$ cat config.mk
export PLATFORM = sky130hd
export DESIGN_NAME = afa_unit
export DESIGN_NICKNAME = d
export VERILOG_FILES = /design/src/rtl/afa_pkg.sv /design/src/rtl/afa_decode.sv /design/src/rtl/afa_align.sv /design/src/rtl/afa_sum.sv /design/src/rtl/afa_unit.sv
export SDC_FILE = /design/constraint.sdc
export NUM_CORES = 1
export LEC_CHECK = 0
export BUFFER_PORTS_ARGS = -buffer_cell sky130_fd_sc_hd__buf_2
export CAP_MARGIN = 25
export CORE_AREA = 3 3 197 199
export DETAILED_ROUTE_END_ITERATION = 16
export DIE_AREA = 0 0 200 202
export PLACE_DENSITY_LB_ADDON = 0.08
export SYNTH_ARGS = -nofsm -noshare
export SYNTH_HDL_FRONTEND = slang
export SYNTH_SLANG_ARGS = --single-unit
$ cat constraint.sdc
create_clock -name clk -period 3.1 [get_ports clk]
set_input_delay 0.62 -clock clk [delete_from_list [all_inputs] [get_ports clk]]
set_output_delay 0.62 -clock clk [all_outputs]
set_load 0.01 [all_outputs]
$ cat src/rtl/afa_pkg.sv
package afa_pkg;

    typedef enum logic [1:0] {
        ST_IDLE  = 2'd0,
        ST_READ  = 2'd1,
        ST_WRITE = 2'd2,
        ST_WB    = 2'd3
    } afa_state_t;

    localparam int unsigned IDX_W      = 5;
    localparam int unsigned INSTR_W    = 32;
    localparam logic [INSTR_W-1:0] OP_MASK  = 32'hBFE0FC00;
    localparam logic [INSTR_W-1:0] OP_MATCH = 32'hB8200000;
    localparam logic [IDX_W-1:0]   IDX_SPECIAL = 5'd31;

    typedef struct packed {
        logic             dword;
        logic [IDX_W-1:0] src;
        logic [IDX_W-1:0] base;
        logic [IDX_W-1:0] dst;
    } afa_fields_t;

endpackage

$ cat src/rtl/afa_decode.sv
module afa_decode
    import afa_pkg::*;
(
    input  logic [INSTR_W-1:0] instr,
    output logic               legal,
    output afa_fields_t        fields
);
    always_comb begin
        legal        = ((instr & OP_MASK) == OP_MATCH);
        fields.dword = instr[30];
        fields.src   = instr[20:16];
        fields.base  = instr[9:5];
        fields.dst   = instr[4:0];
    end
endmodule

$ cat src/rtl/afa_align.sv
module afa_align #(
    parameter int unsigned ADDR_W      = 64,
    parameter int unsigned SP_ALIGN_LG = 4
) (
    input  logic [ADDR_W-1:0] addr,
    input  logic              sp_sel,
    input  logic              dword,
    output logic              ok
);
    localparam int unsigned WORD_LG  = 2;
    localparam int unsigned DWORD_LG = 3;

    logic low_w, low_d, low_sp;

    always_comb begin
        low_w  = (addr[WORD_LG-1:0] == '0);
        low_d  = (addr[DWORD_LG-1:0] == '0);
        low_sp = (addr[SP_ALIGN_LG-1:0] == '0);
        if (sp_sel)
            ok = low_sp && (dword ? low_d : low_w);
        else
            ok = dword ? low_d : low_w;
    end
endmodule

$ cat src/rtl/afa_sum.sv
module afa_sum #(
    parameter int unsigned XLEN = 64
) (
    input  logic [XLEN-1:0] old_val,
    input  logic [XLEN-1:0] addend,
    input  logic            dword,
    output logic [XLEN-1:0] sum
);
    localparam int unsigned HALF = XLEN / 2;

    logic [HALF-1:0] sum_w;
    logic [XLEN-1:0] sum_d;

    always_comb begin
        sum_w = old_val[HALF-1:0] + addend[HALF-1:0];
        sum_d = old_val + addend;
        sum   = dword ? sum_d : {{HALF{1'b0}}, sum_w};
    end
endmodule

$ cat src/rtl/afa_unit.sv
module afa_unit
    import afa_pkg::*;
#(
    parameter int unsigned XLEN        = 64,
    parameter int unsigned SP_ALIGN_LG = 4
) (
    input  logic                clk,
    input  logic                rst_n,
    input  logic                start,
    input  logic [INSTR_W-1:0]  instr,
    output logic [IDX_W-1:0]    rf_src_idx,
    input  logic [XLEN-1:0]     rf_src_data,
    output logic [IDX_W-1:0]    rf_base_idx,
    input  logic [XLEN-1:0]     rf_base_data,
    input  logic [XLEN-1:0]     sp_in,
    output logic                mem_req,
    output logic                mem_we,
    output logic                mem_dword,
    output logic                mem_lock,
    output logic [XLEN-1:0]     mem_addr,
    output logic [XLEN-1:0]     mem_wdata,
    input  logic [XLEN-1:0]     mem_rdata,
    output logic                wb_en,
    output logic [IDX_W-1:0]    wb_idx,
    output logic [XLEN-1:0]     wb_data,
    output logic                busy,
    output logic                illegal,
    output logic                align_fault
);
    localparam int unsigned HALF = XLEN / 2;

    afa_state_t  state, state_nx;
    afa_fields_t fld;
    logic        legal, align_ok, sp_sel, accept;
    logic [XLEN-1:0] addr_sel, sum;

    logic [XLEN-1:0]  addr_q, addend_q, old_q;
    logic             dword_q;
    logic [IDX_W-1:0] dst_q;
    logic             illegal_q, fault_q;

    afa_decode u_dec (
        .instr  (instr),
        .legal  (legal),
        .fields (fld)
    );

    assign sp_sel      = (fld.base == IDX_SPECIAL);
    assign addr_sel    = sp_sel ? sp_in : rf_base_data;
    assign rf_src_idx  = fld.src;
    assign rf_base_idx = fld.base;

    afa_align #(.ADDR_W(XLEN), .SP_ALIGN_LG(SP_ALIGN_LG)) u_align (
        .addr   (addr_sel),
        .sp_sel (sp_sel),
        .dword  (fld.dword),
        .ok     (align_ok)
    );

    afa_sum #(.XLEN(XLEN)) u_sum (
        .old_val (old_q),
        .addend  (addend_q),
        .dword   (dword_q),
        .sum     (sum)
    );

    assign accept = start && legal && align_ok;

    // State register
    always_ff @(posedge clk) begin
        if (!rst_n) state <= ST_IDLE;
        else        state <= state_nx;
    end

    // Transitions
    always_comb begin
        state_nx = state;
        unique case (state)
            ST_IDLE:  if (accept) state_nx = ST_READ;
            ST_READ:  state_nx = ST_WRITE;
            ST_WRITE: state_nx = ST_WB;
            ST_WB:    state_nx = ST_IDLE;
            default:  state_nx = ST_IDLE;
        endcase
    end

    // Operand capture and status pulses
    always_ff @(posedge clk) begin
        if (!rst_n) begin
            addr_q    <= '0;
            addend_q  <= '0;
            old_q     <= '0;
            dword_q   <= 1'b0;
            dst_q     <= '0;
            illegal_q <= 1'b0;
            fault_q   <= 1'b0;
        end else begin
            illegal_q <= 1'b0;
            fault_q   <= 1'b0;
            if (state == ST_IDLE && start) begin
                if (!legal) begin
                    illegal_q <= 1'b1;
                end else if (!align_ok) begin
                    fault_q <= 1'b1;
                end else begin
                    addr_q   <= addr_sel;
                    addend_q <= rf_src_data;
                    dword_q  <= fld.dword;
                    dst_q    <= fld.dst;
                end
            end
            if (state == ST_READ)
                old_q <= dword_q ? mem_rdata : {{HALF{1'b0}}, mem_rdata[HALF-1:0]};
        end
    end

    // Outputs
    always_comb begin
        mem_req   = 1'b0;
        mem_we    = 1'b0;
        mem_lock  = 1'b0;
        wb_en     = 1'b0;
        unique case (state)
            ST_IDLE:  ;
            ST_READ:  begin mem_req = 1'b1; mem_lock = 1'b1; end
            ST_WRITE: begin mem_req = 1'b1; mem_we = 1'b1; mem_lock = 1'b1; end
            ST_WB:    wb_en = (dst_q != IDX_SPECIAL);
            default:  ;
        endcase
        mem_addr    = addr_q;
        mem_dword   = dword_q;
        mem_wdata   = sum;
        wb_idx      = dst_q;
        wb_data     = old_q;
        busy        = (state != ST_IDLE);
        illegal     = illegal_q;
        align_fault = fault_q;
    end

endmodule

Word level (Yosys, flattened, before mapping)
Cells that the tools add are included.
{"block": "op_classes", "n_addsub": 2, "eq_ne": 7, "n_mux": 12, "reduce_logical": 13}
{"operator": "$mux W64", "n": 3}
{"operator": "$add A64 B64 Y64", "n": 1}
{"operator": "$add A32 B32 Y32", "n": 1}
{"operator": "$eq A16 B16 Y1 const B", "n": 1}
{"operator": "$pmux W2 S4", "n": 1}
{"operator": "$mux W1", "n": 7}
{"operator": "$reduce_and A3 Y1", "n": 2}
{"operator": "$eq A5 B5 Y1 const B", "n": 1}
{"operator": "$ne A5 B5 Y1 const B", "n": 1}
{"operator": "$eq A2 B2 Y1 const B", "n": 2}
{"operator": "$logic_and A1 B1 Y1", "n": 4}
{"operator": "$logic_not A2 Y1", "n": 2}
{"operator": "$logic_not A4 Y1", "n": 1}
{"operator": "$logic_not A3 Y1", "n": 1}
{"operator": "$eq A2 B1 Y1 const B", "n": 1}
{"operator": "$mux W2", "n": 1}
{"operator": "$ne A2 B2 Y1 const B", "n": 1}
{"operator": "$reduce_and A2 Y1", "n": 1}
{"operator": "$reduce_bool A2 Y1", "n": 1}
{"operator": "$reduce_or A2 Y1", "n": 1}
{"block": "totals", "ff_bits": 202, "in_bits": 291}

Logic depth before layout (Yosys ltp)
Gate-level depths: netlist (run 1).
{"block": "depth", "word_depth": 9, "depth_mapped": 12, "mapped_depth_nobuf": 12}

Cells and area by module
From an unflattened synthesis (run 1), not the netlist that was laid out.
{"block": "hier_totals", "hier_cells": 1704, "hier_area_um2": 12996.2}
{"module": "afa_unit", "instances": 1, "cells_each": 1077, "area_per_inst_um2": 8592.0}
{"module": "afa_sum", "instances": 1, "cells_each": 602, "area_per_inst_um2": 4215.3}
{"module": "afa_decode", "instances": 1, "cells_each": 21, "area_per_inst_um2": 168.9}
{"module": "afa_align", "instances": 1, "cells_each": 4, "area_per_inst_um2": 20.0}

Least setup slack after synthesis (run 1)
No wires, ideal clock.
{"block": "synth_timing", "path_kind": "flip-flop to output port", "start": "register old_q[0], in the netlist wb_data[0]", "end": "output mem_wdata[62]", "arrival_time_ns": 2.926, "slack_ns": -0.446, "path_stages_with_launch": 13, "n_path_buf": 0, "cell_sequence": "dfxtp_1 -> ha_1 -> inv_1 -> fa_1 -> nor2b_1 -> o2111ai_1 -> a21oi_1 -> or4_1 -> a41oi_2 -> o41ai_4 -> nand2_1 -> o41ai_2 -> mux2i_1"}
{"block": "synth_via", "elab_chain_len": 2}
{"item": "start: declaration", "line": "afa_unit.sv:37", "rtl": "logic [XLEN-1:0] addr_q, addend_q, old_q;"}
{"item": "start signal: assignment", "line": "afa_unit.sv:113", "rtl": "old_q <= dword_q ? mem_rdata : {{HALF{1'b0}}, mem_rdata[HALF-1:0]};"}
{"item": "$add A64 B64 Y64", "line": "afa_sum.sv:16", "rtl": "sum_d = old_val + addend;"}
{"item": "$mux W64", "line": "afa_sum.sv:17", "rtl": "sum = dword ? sum_d : {{HALF{1'b0}}, sum_w};"}
{"item": "end: declaration", "line": "afa_unit.sv:21", "rtl": "output logic [XLEN-1:0] mem_wdata,"}
Every way passes these cells.

Final worst setup path (run 1)
Ends and elaborated chain as after synthesis.

==> impl_table.tex, run 1 <==
\begin{tabular}{lr}
\hline
Metric & Value \\
\hline
\multicolumn{2}{l}{\textbf{GRT}} \\
Initial antenna violation count & 20 \\
Total global-route track usage & 0.2357 \\
Wire length of the first global-routing pass & 74,800 um \\
Maximum number of pins on one net before global-route repair & 80 \\
Via count of the first global-routing pass & 13,210 \\
GR Overflow Total & 0 \\
\multicolumn{2}{l}{\textbf{STA}} \\
Fin crit share & 1.343 \\
Final Hold Violating Endpoints & 0 \\
Worst clock skew on the final layout & 0.01226 ns \\
Setup repair after global routing missed its margin & yes \\
Shortest period the worst path allows & 4.163 ns \\
Total Neg Setup Slack & -32.02 ns \\
Transition time of the tightest slew-check pin & 0.5650 ns \\
Highest Clock Rate & 240.2 MHz \\
Worst max-slew margin expressed relative to the limit & 0.6234 \\
Total of endpoints with negative setup slack in the final report & 58 \\
Final Slew Violations & 0 \\
Slack of the critical path & -1.063 ns \\
\multicolumn{2}{l}{\textbf{Place}} \\
DPL Wire Length & 39,160 um \\
Number of buffers inserted by port buffering & 495 \\
Routability congestion estimate & 0.9178 \\
Post-detailed-placement cell area & 16,680 um\^{}2 \\
\multicolumn{2}{l}{\textbf{Route}} \\
Vias per cell & 4.924 \\
Residual antenna-violating net count after detailed routing & 0 \\
Remaining design rule violation count & 0 \\
Drt wl/cell & 18.87 um \\
Via count & 13,160 \\
1st-iter DRT viols & 557 \\
Total iterations of the first detailed-routing run & 5 \\
Wirelength, routed & 50,440 um \\
\multicolumn{2}{l}{\textbf{Clock tree}} \\
CTS HTree Levels & 1 \\
Clock tree from TritonCTS & done \\
Root Driver & sky130\_fd\_sc\_hd\_\_clkbuf\_16 \\
Number of CTS-inserted buffers & 25 \\
Sinks on the clock net & 202 \\
Clock insertion delay at the later pin of the skew report & 0.55 ns \\
CTS Hold Bufs & 0 \\
Clock slew at the register clock pins of the worst setup and hold paths & 0.06 ns \\
Maximum root-to-sink buffer count & 3 \\
\multicolumn{2}{l}{\textbf{Synthesis}} \\
Post-synthesis compound-gate area fraction & 0.2336 \\
Instance count of the mapped netlist & 1,495 \\
Largest area contributor in the synthesized netlist & sky130\_fd\_sc\_hd\_\_dfxtp\_1 \\
Cell area after synthesis & 12,370 um\^{}2 \\
Main combinational cell family by area after synthesis & compound AO/OA/AOI/OAI gates \\
Fraction of synthesized area in multiplexers & 0.08011 \\
EDFF count, synth & 0 \\
Top area cells in the synthesized netlist & sky130\_fd\_sc\_hd\_\_dfxtp\_1 33\%, sky130\_fd\_sc\_hd\_\_mux2i\_1 8.0\%, sky130\_fd\_sc\_hd\_\_nand2\_1 8.0\%, sky130\_fd\_sc\_hd\_\_ha\_1 6.9\%, sky130\_fd\_sc\_hd\_\_nor2b\_1 5.2\% \\
Netlist cell types & 62 \\
Sequential element share of the synthesized area & 0.3269 \\
Fraction of the mapped netlist area in simple logic gates & 0.2014 \\
Seq cells post-synth & 202 \\
Post-synth ARST share & 0 \\
Warning count from the yosys run & 0 \\
Top\_reg\_cell synth & sky130\_fd\_sc\_hd\_\_dfxtp\_1 \\
Net count of the mapped netlist & 1,855 \\
Adder-cell share of the synthesized area & 0.07040 \\
Mapped Avg Cell Area & 8.275 um\^{}2 \\
Share of the synthesized netlist area taken by xor and xnor gates & 0.03540 \\
Area fraction of the dominant cell type after synthesis & 0.3269 \\
\multicolumn{2}{l}{\textbf{Finish}} \\
Area added between synthesis and finish & 54.11\% \\
Most common cell after layout, fill and taps aside & sky130\_fd\_sc\_hd\_\_buf\_2 \\
Number of nets in the layout & 2,496 \\
Final core area utilization & 0.5098 \\
Commonest cells after routing, fill and taps aside & 488 x sky130\_fd\_sc\_hd\_\_buf\_2, 259 x sky130\_fd\_sc\_hd\_\_nand2\_1, 211 x sky130\_fd\_sc\_hd\_\_buf\_4, 163 x sky130\_fd\_sc\_hd\_\_dfxtp\_1, 99 x sky130\_fd\_sc\_hd\_\_nor2b\_1 \\
Number of fill cells in the layout & 3,684 \\
Summed area of non-filler cells in the final layout & 19,060 um\^{}2 \\
Fraction of final layout cells with drive strength greater than 1 & 0.4566 \\
\multicolumn{2}{l}{\textbf{Pwr}} \\
Net switching power & 0.002333 W \\
Sequential share of power & 0.364 \\
Total power & 0.007776 W \\
Combinational cell fraction of total power & 0.266 \\
Static leakage & 9.874 nW \\
Switching Share & 0.3001 \\
Design internal power & 0.005442 W \\
Fraction of power consumed by the clock network & 0.370 \\
Worst supply voltage drop on vdd & 0.0002886 V \\
Areal power density over the cells & 407.9 nW/um\^{}2 \\
\multicolumn{2}{l}{\textbf{Worst hold path}} \\
Cells on Worst Hold Path & 3 \\
Worst hold path startpoint & rf\_src\_data[21] \\
Worst hold endpoint & addend\_q[21] \\
Hold crit path type & input port to flip-flop \\
\multicolumn{2}{l}{\textbf{Floorplanning}} \\
Die area & 40,400 um\^{}2 \\
Die height & 202 um \\
Initial standard-cell utilization of the core & 0.3308 \\
Number of placed I/O pins & 506 \\
Number of core rows & 71 \\
Area of the core & 37,400 um\^{}2 \\
Die Wd & 200 um \\
\multicolumn{2}{l}{\textbf{Status}} \\
Violations in the final reports & setup timing \\
Status & finished with violations \\
\multicolumn{2}{l}{\textbf{Worst setup path}} \\
Arrival @ worst endpoint & 3.54 ns \\
CP endpoint kind & output port \\
Slack of the worst reg-to-reg path & 1.26 ns \\
Required @ worst endpoint & 2.48 ns \\
Worst reg2reg startpoint & state[1] \\
Critical path startpoint category & flip-flop \\
Worst R2R End & wb\_data[1] \\
Max FO, Critical Path & 3 \\
WS Path Type & flip-flop to output port \\
Cells on worst reg2reg path & 5 \\
\multicolumn{2}{l}{\textbf{Run}} \\
Max\_cap viols & 0 \\
\hline
\end{tabular}
## worst max path at each step
stage	start	to
detailed placement	addend_q[0]	mem_wdata[62]
global route	wb_data[0]	mem_wdata[52]
CTS	wb_data[0]	mem_wdata[62]
floorplan	wb_data[0]	mem_wdata[52]
finish	wb_data[0]	mem_wdata[62]
global placement	addend_q[0]	mem_wdata[62]
## metrics by stage
step	instances	setup WS (ns)	hold slack (ns)
floorplan	1495	-0.2232	0.4472
global placement	2583	-0.5348	0.4572
detailed placement	2583	-0.6102	0.4633
CTS	2646	-1.086	0.2886
global route	2672	-1.193	0.2992
finish	2673	-1.063	0.3141
## area by class of cell
class | instances | area (um^2) | share of cell area
Antenna cell | 9 | 22.52 | 0.001181
Clock buffer | 34 | 679.4 | 0.03564
Clock inverter | 10 | 115.1 | 0.006038
Inverter | 33 | 123.9 | 0.006497
Multi-Input combinational cell | 1143 | 8927 | 0.4683
Sequential cell | 202 | 4100 | 0.2151
Tap cell | 511 | 639.4 | 0.03354
Timing Repair Buffer | 731 | 4457 | 0.2338
## per-layer routing
layer	part of all wire	GRT usage
met5	0.0020	0
met4	0.035	0.08873
met3	0.067	0.06001
met2	0.49	0.4119
met1	0.41	0.2760
## Yosys cell counts, types with 3 or more instances
cell type and number:
sky130_fd_sc_hd__o21bai_1 17, sky130_fd_sc_hd__nand3_1 17, sky130_fd_sc_hd__nand4_1 28, sky130_fd_sc_hd__o221a_2 3
sky130_fd_sc_hd__buf_4 11, sky130_fd_sc_hd__a21oi_1 104, sky130_fd_sc_hd__and2_1 5, sky130_fd_sc_hd__xnor2_1 35
sky130_fd_sc_hd__nor3_1 9, sky130_fd_sc_hd__dfxtp_1 202, sky130_fd_sc_hd__buf_2 32, sky130_fd_sc_hd__xor2_1 15
sky130_fd_sc_hd__o21ai_0 41, sky130_fd_sc_hd__a31oi_1 13, sky130_fd_sc_hd__nor4_1 4, sky130_fd_sc_hd__o211ai_1 3
sky130_fd_sc_hd__nor2_1 60, sky130_fd_sc_hd__o211a_1 63, sky130_fd_sc_hd__a21o_1 31, sky130_fd_sc_hd__a21boi_0 76
sky130_fd_sc_hd__nand2b_1 8, sky130_fd_sc_hd__inv_1 32, sky130_fd_sc_hd__ha_1 68, sky130_fd_sc_hd__nor2b_1 102
sky130_fd_sc_hd__mux2i_1 99, sky130_fd_sc_hd__and3_1 13, sky130_fd_sc_hd__clkbuf_1 73, sky130_fd_sc_hd__a41oi_1 4
sky130_fd_sc_hd__a31o_2 3, sky130_fd_sc_hd__or3_1 4, sky130_fd_sc_hd__o31ai_1 6, sky130_fd_sc_hd__o41ai_2 3
sky130_fd_sc_hd__nand2_1 264, sky130_fd_sc_hd__a221oi_1 3, sky130_fd_sc_hd__a211oi_1 5, sky130_fd_sc_hd__o21a_1 6
## critical path, stage by stage, from the launching register on
cell                        delay (ns)
sky130_fd_sc_hd__dfxtp_4          0.36
sky130_fd_sc_hd__ha_4             0.13
sky130_fd_sc_hd__inv_2            0.04
sky130_fd_sc_hd__fa_2             0.37
sky130_fd_sc_hd__nor2b_4          0.14
sky130_fd_sc_hd__o2111ai_2        0.16
sky130_fd_sc_hd__a21oi_2          0.24
sky130_fd_sc_hd__or4_4            0.19
sky130_fd_sc_hd__a41oi_4          0.13
sky130_fd_sc_hd__o41ai_4          0.30
sky130_fd_sc_hd__nand2_2          0.13
sky130_fd_sc_hd__o41ai_2          0.31
sky130_fd_sc_hd__mux2i_1          0.31
sky130_fd_sc_hd__buf_2            0.18
## repair_timing
| action | in CTS | in global routing |
|---|---|---|
| gates resized for setup | 203 | 76 |
| endpoints found under the setup margin | 57 | 59 |
| buffers inserted | 20 | 21 |
| pin swaps | 90 | 76 |
## power groups by stage
stage / clock (W) / sequential (W) / combinational (W)
finish: 0.00288 / 0.00283 / 0.00207
floorplan: 0 / 0.00288 / 0.000859
global route: 0.00309 / 0.00284 / 0.00222
detailed placement: 0 / 0.00285 / 0.00187
CTS: 0.00298 / 0.00283 / 0.00203
global placement: 0 / 0.00284 / 0.00186
## flip-flops by register name, indices dropped and copies added (netlist names)
register,count
align_fault,1
illegal,1
mem_dword,1
state,2
wb_data,64
wb_idx,5
mem_addr,64
addend_q,64
## cell families (layout without fill, tap and decap cells)
family	count (synthesis)	count (layout)
AND/OR/NAND/NOR	527	527
AO/OA/AOI/OAI	398	398
flip-flops	202	202
buffers and inverters	150	808
multiplexers	99	99
adder cells (fa/ha/maj)	69	69
XOR/XNOR	50	50
other	0	9
(Power assumes the default switching activity.)
==> inputs of run 2 (changes only) <==
Settings changed: SKIP_CTS_REPAIR_TIMING set to 1.
==> impl_table.tex, run 2 (synthesis gave the netlist of run 1 again) <==
\begin{tabular}{lr}
\hline
Metric & Value \\
\hline
\multicolumn{2}{l}{\textbf{Worst setup path}} \\
Worst R2R End & wb\_data[1] \\
WS Path Type & flip-flop to output port \\
Cell with the largest stage delay on the worst path & sky130\_fd\_sc\_hd\_\_o41a\_1 \\
Arrival @ worst endpoint & 3.59 ns \\
Max FO, Critical Path & 4 \\
Slack of the worst reg-to-reg path & 1.20 ns \\
Cells on worst reg2reg path & 5 \\
Most used cell, CP & sky130\_fd\_sc\_hd\_\_o2111ai\_2 \\
Max stage delay on crit path & 0.48 ns \\
Required @ worst endpoint & 2.48 ns \\
Critical path startpoint category & flip-flop \\
Worst path cell trace & ha\_4 -> inv\_2 -> fa\_2 -> nor2b\_2 -> o2111ai\_2 -> a21oi\_2 -> o2111ai\_2 -> and3\_4 -> o41a\_1 -> o31a\_1 -> o311ai\_2 -> buf\_2 \\
Worst reg2reg startpoint & state[1] \\
CP endpoint kind & output port \\
\multicolumn{2}{l}{\textbf{Route}} \\
Via count & 13,050 \\
Residual antenna-violating net count after detailed routing & 0 \\
Drt wl/cell & 18.72 um \\
Detail Route met3 WL & 3199 um \\
DR top layer & met5 \\
Remaining design rule violation count & 0 \\
Metal1 wirelength & 20,410 um \\
Wirelength, routed & 49,730 um \\
Total iterations of the first detailed-routing run & 5 \\
Met2 layer wire length in the routed design & 24,720 um \\
Vias per cell & 4.912 \\
1st-iter DRT viols & 549 \\
\multicolumn{2}{l}{\textbf{Floorplanning}} \\
Initial standard-cell utilization of the core & 0.3308 \\
Die height & 202 um \\
Area of the core & 37,400 um\^{}2 \\
Die Wd & 200 um \\
Number of placed I/O pins & 506 \\
Number of core rows & 71 \\
Die area & 40,400 um\^{}2 \\
\multicolumn{2}{l}{\textbf{Place}} \\
Number of buffers inserted by port buffering & 495 \\
DPL Wire Length & 39,160 um \\
Routability congestion estimate & 0.9178 \\
\multicolumn{2}{l}{\textbf{Pwr}} \\
Areal power density over the cells & 413.5 nW/um\^{}2 \\
Static leakage & 9.770 nW \\
Worst supply voltage drop on vdd & 0.0002880 V \\
\multicolumn{2}{l}{\textbf{Status}} \\
Status & finished with violations \\
Violations in the final reports & setup timing \\
\multicolumn{2}{l}{\textbf{STA}} \\
Transition time of the tightest slew-check pin & 0.5632 ns \\
Total Neg Setup Slack & -31.12 ns \\
Final Hold Violating Endpoints & 0 \\
Setup repair after global routing missed its margin & yes \\
Total of endpoints with negative setup slack in the final report & 54 \\
Final Slew Violations & 0 \\
Fin crit share & 1.359 \\
Shortest period the worst path allows & 4.213 ns \\
Slack of the critical path & -1.113 ns \\
Worst max-slew margin expressed relative to the limit & 0.6245 \\
Highest Clock Rate & 237.4 MHz \\
Worst clock skew on the final layout & 0.01092 ns \\
\multicolumn{2}{l}{\textbf{Finish}} \\
Fraction of final layout cells with drive strength greater than 1 & 0.4368 \\
Commonest cells after routing, fill and taps aside & 488 x sky130\_fd\_sc\_hd\_\_buf\_2, 261 x sky130\_fd\_sc\_hd\_\_nand2\_1, 194 x sky130\_fd\_sc\_hd\_\_buf\_4, 171 x sky130\_fd\_sc\_hd\_\_dfxtp\_1, 100 x sky130\_fd\_sc\_hd\_\_nor2b\_1 \\
Most common cell after layout, fill and taps aside & sky130\_fd\_sc\_hd\_\_buf\_2 \\
Final core area utilization & 0.5007 \\
Number of nets in the layout & 2,479 \\
Area added between synthesis and finish & 51.37\% \\
\multicolumn{2}{l}{\textbf{GRT}} \\
GR Overflow Total & 0 \\
Maximum number of pins on one net before global-route repair & 80 \\
Total global-route track usage & 0.2290 \\
Wire length of the first global-routing pass & 72,540 um \\
Via count of the first global-routing pass & 12,780 \\
Initial antenna violation count & 20 \\
\multicolumn{2}{l}{\textbf{Clock tree}} \\
Clock tree from TritonCTS & done \\
Maximum root-to-sink buffer count & 3 \\
Sinks on the clock net & 202 \\
CTS HTree Levels & 1 \\
Clock slew at the register clock pins of the worst setup and hold paths & 0.06 ns \\
Root Driver & sky130\_fd\_sc\_hd\_\_clkbuf\_16 \\
Clock insertion delay at the later pin of the skew report & 0.54 ns \\
Number of CTS-inserted buffers & 25 \\
\multicolumn{2}{l}{\textbf{Worst hold path}} \\
Worst hold path startpoint & rf\_src\_data[22] \\
Worst hold endpoint & addend\_q[22] \\
Cells on Worst Hold Path & 3 \\
Hold crit path type & input port to flip-flop \\
\multicolumn{2}{l}{\textbf{Run}} \\
Max\_cap viols & 0 \\
\hline
\end{tabular}
==> run 2: changes by cell type in the layout (fill, tap and decap cells not counted), sizes merged <==
cell and delta:
buf -17
==> run 2: power by group <==
part	total [W]	internal [W]	switching, W	leakage, nW
Sequential	0.00283	0.00272	0.000111	1.65
Combinational	0.00203	0.00100	0.00103	7.73
Clock	0.00288	0.00170	0.00118	0.396
==> run 2: worst max-delay path, delay by kind of cell, from the launching register on <==
kind / cells / cell delay [ns]
AOI/OAI and AO/OA: 6 / 1.64
adders and majority gates: 2 / 0.48
DFF: 1 / 0.36
and+or+nand+nor: 2 / 0.35
buffers and inverters: 2 / 0.21
==> run 2: layout make-up <==
| type | instances | area, um^2 |
|---|---|---|
| tap | 511 | 639.4 |
| multi-input combinational | 1143 | 8718 |
| sequential | 202 | 4098 |
| antenna | 9 | 22.52 |
| clock inverter | 10 | 115.1 |
| inverter | 33 | 123.9 |
| timing repair buffer | 714 | 4329 |
| fill | 3730 | 18670 |
| clock buffer | 34 | 679.4 |
==> run 2: how the worst max path moves through the flow <==
stage / cells after the start / to / start
final: 12 / mem_wdata[56] / wb_data[0]
after global routing: 13 / mem_wdata[52] / wb_data[0]
after CTS: 13 / mem_wdata[62] / addend_q[0]
after detailed placement: 13 / mem_wdata[62] / addend_q[0]
after global placement: 13 / mem_wdata[62] / addend_q[0]
after floorplan: 12 / mem_wdata[52] / wb_data[0]
==> run 2: routing by layer <==
| layer | global-route usage | vias up |
|---|---|---|
| li1 | - | 6491 |
| met3 | 0.05801 | 77 |
| met2 | 0.4026 | 376 |
| met5 | 0 | - |
| met4 | 0.07054 | 16 |
| met1 | 0.2726 | 6086 |
==> run 2: per-stage QoR <==
stage / power [W] / area (um^2) / std cells / setup slack [ns] / hold WS (ns)
after floorplan: 0.003744 / 12460 / 1495 / -0.2232 / 0.4472
after global placement: 0.004695 / 16680 / 2583 / -0.5348 / 0.4572
after detailed placement: 0.004711 / 16680 / 2583 / -0.6102 / 0.4633
after CTS: 0.007647 / 17470 / 2627 / -1.231 / 0.2931
after global routing: 0.008116 / 18720 / 2655 / -1.268 / 0.2992
final: 0.007742 / 18730 / 2656 / -1.113 / 0.3195
